===== src/rtl/cpd_pkg.sv =====
package cpd_pkg;
    localparam int NS_W       = 8;
    localparam int COARSE_W   = 6;
    localparam int FINE_W     = 3;
    localparam int NS_PER_CLK = 5;

    typedef struct packed {
        logic                en;
        logic [COARSE_W-1:0] coarse;
        logic [FINE_W-1:0]   fine;
    } cal_cfg_t;

    function automatic cal_cfg_t split_delay(input logic en, input logic [NS_W-1:0] ns);
        cal_cfg_t c;
        c.en     = en;
        c.coarse = COARSE_W'(ns / NS_W'(NS_PER_CLK));
        c.fine   = FINE_W'(ns % NS_W'(NS_PER_CLK));
        return c;
    endfunction
endpackage


===== src/rtl/cpd_cfg_regs.sv =====
module cpd_cfg_regs
    import cpd_pkg::*;
(
    input  logic            clk,
    input  logic            rst,
    input  logic            we,
    input  logic            en_in,
    input  logic [NS_W-1:0] ns_in,
    output cal_cfg_t        cfg
);
    always_ff @(posedge clk) begin
        if (rst) cfg <= '0;
        else if (we) cfg <= split_delay(en_in, ns_in);
    end
endmodule


===== src/rtl/cpd_seq.sv =====
module cpd_seq
    import cpd_pkg::*;
#(
    parameter int BASE_CYC = 133
) (
    input  logic              clk,
    input  logic              rst,
    input  cal_cfg_t          cfg,
    input  logic              req,
    output logic              accept,
    output logic              tp,
    output logic              trig,
    output logic              busy,
    output logic [FINE_W-1:0] fine_tap
);
    localparam int MAX_CYC = BASE_CYC + (1 << COARSE_W);
    localparam int CNT_W   = $clog2(MAX_CYC + 1);

    logic [CNT_W-1:0] cnt;

    assign accept = !busy && cfg.en && req;

    always_ff @(posedge clk) begin
        if (rst) begin
            tp <= 1'b0; trig <= 1'b0; busy <= 1'b0;
            cnt <= '0; fine_tap <= '0;
        end else begin
            tp   <= 1'b0;
            trig <= 1'b0;
            if (!busy) begin
                if (accept) begin
                    tp       <= 1'b1;
                    busy     <= 1'b1;
                    cnt      <= CNT_W'(BASE_CYC) + CNT_W'(cfg.coarse) - CNT_W'(1);
                    fine_tap <= cfg.fine;
                end
            end else if (trig) begin
                busy <= 1'b0;
            end else if (cnt == '0) begin
                trig <= 1'b1;
            end else begin
                cnt <= cnt - CNT_W'(1);
            end
        end
    end

    a_r3_tp_one_wide: assert property (@(posedge clk) disable iff (rst) tp |=> !tp);
    a_r4_trig_one_wide: assert property (@(posedge clk) disable iff (rst) trig |=> !trig);
    a_r6_busy_blocks: assert property (@(posedge clk) disable iff (rst) (busy && req) |=> !tp);
    a_r6_trig_in_busy: assert property (@(posedge clk) disable iff (rst) trig |-> busy);
    a_r7_disabled_idle: assert property (@(posedge clk) disable iff (rst) (!cfg.en && !busy) |=> !tp);
    a_r8_fine_hold: assert property (@(posedge clk) disable iff (rst) (busy && !tp) |-> $stable(fine_tap));
endmodule


===== src/rtl/cpd_polarity.sv =====
module cpd_polarity #(
    parameter int CHAN_W = 7
) (
    input  logic              clk,
    input  logic              rst,
    input  logic              accept,
    input  logic [CHAN_W-1:0] chan,
    output logic              pol_neg
);
    logic flip;

    always_ff @(posedge clk) begin
        if (rst) begin
            flip <= 1'b0; pol_neg <= 1'b0;
        end else if (accept) begin
            pol_neg <= flip ^ chan[0];
            flip    <= ~flip;
        end
    end

    a_r9_flip_toggles: assert property (@(posedge clk) disable iff (rst) accept |=> (flip != $past(flip)));
    a_r8_pol_hold: assert property (@(posedge clk) disable iff (rst) !accept |=> $stable(pol_neg));
endmodule


===== src/rtl/cal_pulse_delay.sv =====
module cal_pulse_delay
    import cpd_pkg::*;
#(
    parameter int PIPE_LAT = 128,
    parameter int PAD_LAT  = 5,
    parameter int CHAN_W   = 7
) (
    input  logic              clk,
    input  logic              rst,
    input  logic              cfg_we,
    input  logic              cfg_cal_en,
    input  logic [NS_W-1:0]   cfg_delay_ns,
    input  logic              cal_req,
    input  logic [CHAN_W-1:0] cal_chan,
    output logic              tp_out,
    output logic              trig_out,
    output logic [FINE_W-1:0] fine_tap,
    output logic              pulse_neg,
    output logic              busy
);
    localparam int BASE_CYC = PIPE_LAT + PAD_LAT;

    cal_cfg_t cfg;
    logic     accept;

    cpd_cfg_regs u_cfg (
        .clk(clk), .rst(rst), .we(cfg_we), .en_in(cfg_cal_en),
        .ns_in(cfg_delay_ns), .cfg(cfg)
    );

    cpd_seq #(.BASE_CYC(BASE_CYC)) u_seq (
        .clk(clk), .rst(rst), .cfg(cfg), .req(cal_req), .accept(accept),
        .tp(tp_out), .trig(trig_out), .busy(busy), .fine_tap(fine_tap)
    );

    cpd_polarity #(.CHAN_W(CHAN_W)) u_pol (
        .clk(clk), .rst(rst), .accept(accept), .chan(cal_chan), .pol_neg(pulse_neg)
    );
endmodule


===== config.mk =====
export PLATFORM = sky130hd
export DESIGN_NAME = cal_pulse_delay
export DESIGN_NICKNAME = d
export VERILOG_FILES = /design/src/rtl/cpd_pkg.sv /design/src/rtl/cpd_cfg_regs.sv /design/src/rtl/cpd_seq.sv /design/src/rtl/cpd_polarity.sv /design/src/rtl/cal_pulse_delay.sv
export SDC_FILE = /design/constraint.sdc
export NUM_CORES = 1
export LEC_CHECK = 0
export BUFFER_PORTS_ARGS = -buffer_cell sky130_fd_sc_hd__buf_2
export CAP_MARGIN = 20
export CORE_MARGIN = 2
export CORE_UTILIZATION = 38
export CTS_CLUSTER_DIAMETER = 40
export DETAILED_ROUTE_END_ITERATION = 16
export SKIP_LAST_GASP = 1
export SYNTH_ARGS = -nofsm -noshare
export SYNTH_HDL_FRONTEND = slang
export SYNTH_SLANG_ARGS = --single-unit
export TNS_END_PERCENT = 30

===== constraint.sdc =====
create_clock -name clk -period 4.4 [get_ports clk]
set_clock_uncertainty 0.15 [all_clocks]
set_input_delay 0 -clock clk [delete_from_list [all_inputs] [get_ports clk]]
set_output_delay 0 -clock clk [all_outputs]
set_load 0.01 [all_outputs]

==> summary.md <==
| Metric | Value |
|---|---|
| Syn_nets | 293 |
| Placed insts | 355 |
| Seq/Total Area, Yosys | 0.253 |
| Largest cells by area after synthesis | dfxtp_1, nor2_1, a21oi_1, ha_1, mux2i_1 |
| Router iterations before antenna repair | 4 |
| Initial antenna violation count | 0 |
| Clock transition at the registers of the reported paths | 0.09 ns |
| Detailed Route Iter0 Violations | 64 |
| Routed Antenna Nets | 0 |
| Hpwl dp | 3.43 mm |
| FMAX | 0.251 GHz |
| Share of layout cells above drive strength 1 | 0.199 |
| Final Cycle Share | 0.906 |
| Longest Clk Path Bufs | 2 |
| Ys async rst share | 0 |
| Die Height | 77.6 um |
| Final worst slack | 0.412 ns |
| Crit Path Category | in2reg |
| Clk_lat worst skew | 0.27 ns |
| Pre-CTS setup slack | 0.0732 ns |
| Post-CTS Repair Setup Buffers | 0 |
| Core ar. | 5170 um^2 |
| Synth unique cells | 63 |
| Initial core utilization | 0.398 |
| Most used DFF post-synth | dfxtp_1 |
| Cell Area, Synth | 2060 um^2 |
| DR top layer | met4 |
| Max-cap violations | 0 |
| Wire length per cell | 12.8 um |
| Chip width | 77.6 um |
| Routed wl met2 | 2.11 mm |
| Leakage power | 0.980 nW |
| Antenna Cells | 0 |
| Fin crit period | 3.99 ns |
| Worst vdd ir | 96.7 uV |
| CP Max Fanout | 5 |
| Gr usage total | 0.159 |
| TritonCTS buffer count | 3 |
| Normalized max-slew margin | 0.583 |
| Synth Warn # | 0 |
| WL final | 4.65 mm |
| Worst-margin pin slew | 0.624 ns |
| Clk sinks | 26 |
| # DRC | 0 |
| Yosys reg bits | 26 |
| PD cells | 276 nW/um^2 |
| CTS tree | built |
| WP data required | 4.42 ns |
| Detailed-route via count | 1984 |
| First-pass GRT wire length | 8.13 mm |
| Fin cells | 362 |
| GR Overflow Total | 0 |
| Worst EP arrival | 4.01 ns |
| Slew Limit Fails | 0 |
| Post-synth top area share | 0.253 |
| Run status | finished clean |
| Mapped Cells | 265 |
| Post-layout net count | 322 |
| Synth area leader | dfxtp_1 |
| CTS H-Tree Depth | 1 |
| Crit path capture type | flip-flop |
| Vias in the first global route | 1793 |
| Hold/Removal Path Class | in2reg |
| Endpoints failing setup | 0 |
| Setup TNS | 0 ns |
| Port-buffer cells | 20 |
| Number of flops mapped to enable cells by yosys | 0 |
| Final hold vios | 0 |
| M1 WL | 2.41 mm |
| Pin count of the biggest net entering global routing | 29 |
| RSZ-0062 raised after global routing | no |
| Placement Rows | 26 |
| Via density | 5.48 |
| Worst setup SP type | primary input |
| Die ar. | 6020 um^2 |
| I/O pin total | 27 |
| CTS Root Cell | clkbuf_8 |
| Routability cong. | 0.860 |
| Met3 wire length | 86 um |
| Synth-to-layout area growth | 16.5% |
| Syn Area/Cell | 7.77 um^2 |
## layer usage
| layer | GRT usage | vias up |
|---|---|---|
| met5 | 0 | - |
| met4 | 0.0411 | 0 |
| met3 | 0.0116 | 5 |
| met2 | 0.255 | 26 |
| met1 | 0.230 | 907 |
| li1 | - | 1046 |
## critical path, stage by stage
cell	delay, ns
buf_2	0.11
ha_1	0.35
nor2b_1	0.17
o211ai_1	0.32
nand4_1	0.24
o22ai_1	0.18
nand2_1	0.09
and2_1	0.18
ha_1	0.19
a21oi_1	0.17
nand3_1	0.10
a21boi_1	0.23
xnor2_1	0.21
ha_2	0.25
nor2b_2	0.17
a211oi_1	0.07
a311oi_1	0.24
o211ai_2	0.17
or3_1	0.34
a311oi_1	0.25
## placed cells by master, fill, tap and decap left out, types with 5 or more instances in the layout
cell type	count
buf_2	20
ha_1	7
a211oi_1	7
o21ai_0	11
nand3_1	12
buf_4	16
nor2_1	33
nand2_1	12
nand2b_1	6
mux2i_1	7
a21oi_1	20
dfxtp_1	26
nor3_1	6
a311oi_1	5
inv_1	9
## per-stage QoR
step	instance area, um^2	utilization	total power, W	hold slack [ns]
finish	2400	0.464	0.000662	0.0148
global route	2400	0.464	0.000712	0.0422
CTS	2380	0.460	0.000664	0.00934
detailed placement	2300	0.444	0.000531	0.115
global placement	2300	0.444	0.000528	0.0995
floorplan	2060	-	0.000462	-0.00266
## registers in the layout (all words and copies together), names as in the netlist
| signal | cells |
|---|---|
| u_seq.busy | 1 |
| u_pol.flip | 1 |
| u_seq.fine_tap | 3 |
| u_seq.trig | 1 |
| u_pol.pol_neg | 1 |
| u_seq.tp | 1 |
| u_seq.cnt | 8 |
| u_cfg.cfg | 10 |
## power breakdown
| group | total (W) | switching (W) | internal, W |
|---|---|---|---|
| logic | 0.000265 | 0.000145 | 0.000120 |
| clock network | 0.000129 | 0.0000674 | 0.0000612 |
| registers | 0.000268 | 0.0000151 | 0.000253 |
| total | 0.000662 | 0.000228 | 0.000435 |
## cells by family (layout without fill, tap and decap cells)
| group | count (synthesis) | in the layout | share of synthesized area |
|---|---|---|---|
| XOR/XNOR | 8 | 8 | 0.0340 |
| adder cells (fa/ha/maj) | 9 | 9 | 0.0535 |
| buffers and inverters | 25 | 52 | 0.0498 |
| AO/OA/AOI/OAI | 78 | 78 | 0.264 |
| multiplexers | 7 | 7 | 0.0340 |
| AND/OR/NAND/NOR | 112 | 112 | 0.312 |
| flip-flops | 26 | 26 | 0.253 |
## synthesized netlist by cell type (5+ instances only)
cell type,count
nor2b_1,5
inv_1,9
nor2_1,33
a211oi_1,7
a311oi_1,5
nor3_1,7
ha_1,8
nand2b_1,6
nand3_1,12
clkbuf_1,14
a21oi_1,21
mux2i_1,7
nand2_1,12
dfxtp_1,26
o21ai_0,11
## final timing paths
check	from	end	slack, ns	cells past startpoint
worst max-delay path	cfg_delay_ns[5]	u_cfg.cfg[1]	0.41	20
worst min-delay path	cfg_we	u_cfg.cfg[8]	0.01	3
worst min register to register	u_pol.pol_neg	u_pol.pol_neg	0.34	2
worst max register to register	u_seq.busy	u_seq.cnt[5]	2.18	5
## what timing repair did
action | 4_1_cts | 5_1_grt
gates resized for setup | 0 | 5
hold buffers | 4 | 0
hold endpoints to repair | 5 | 0
endpoints found under the setup margin | 0 | 1
## final cells by class
class,instances,area (um^2)
fillers,541,2770
multi-input cells,214,1460
flip-flops and latches,26,520
repair buffers,40,260
well taps,70,87.6
clock buffers,3,41.3
inverters,9,33.8
Note: power is estimated with default switching activity, not from simulation.
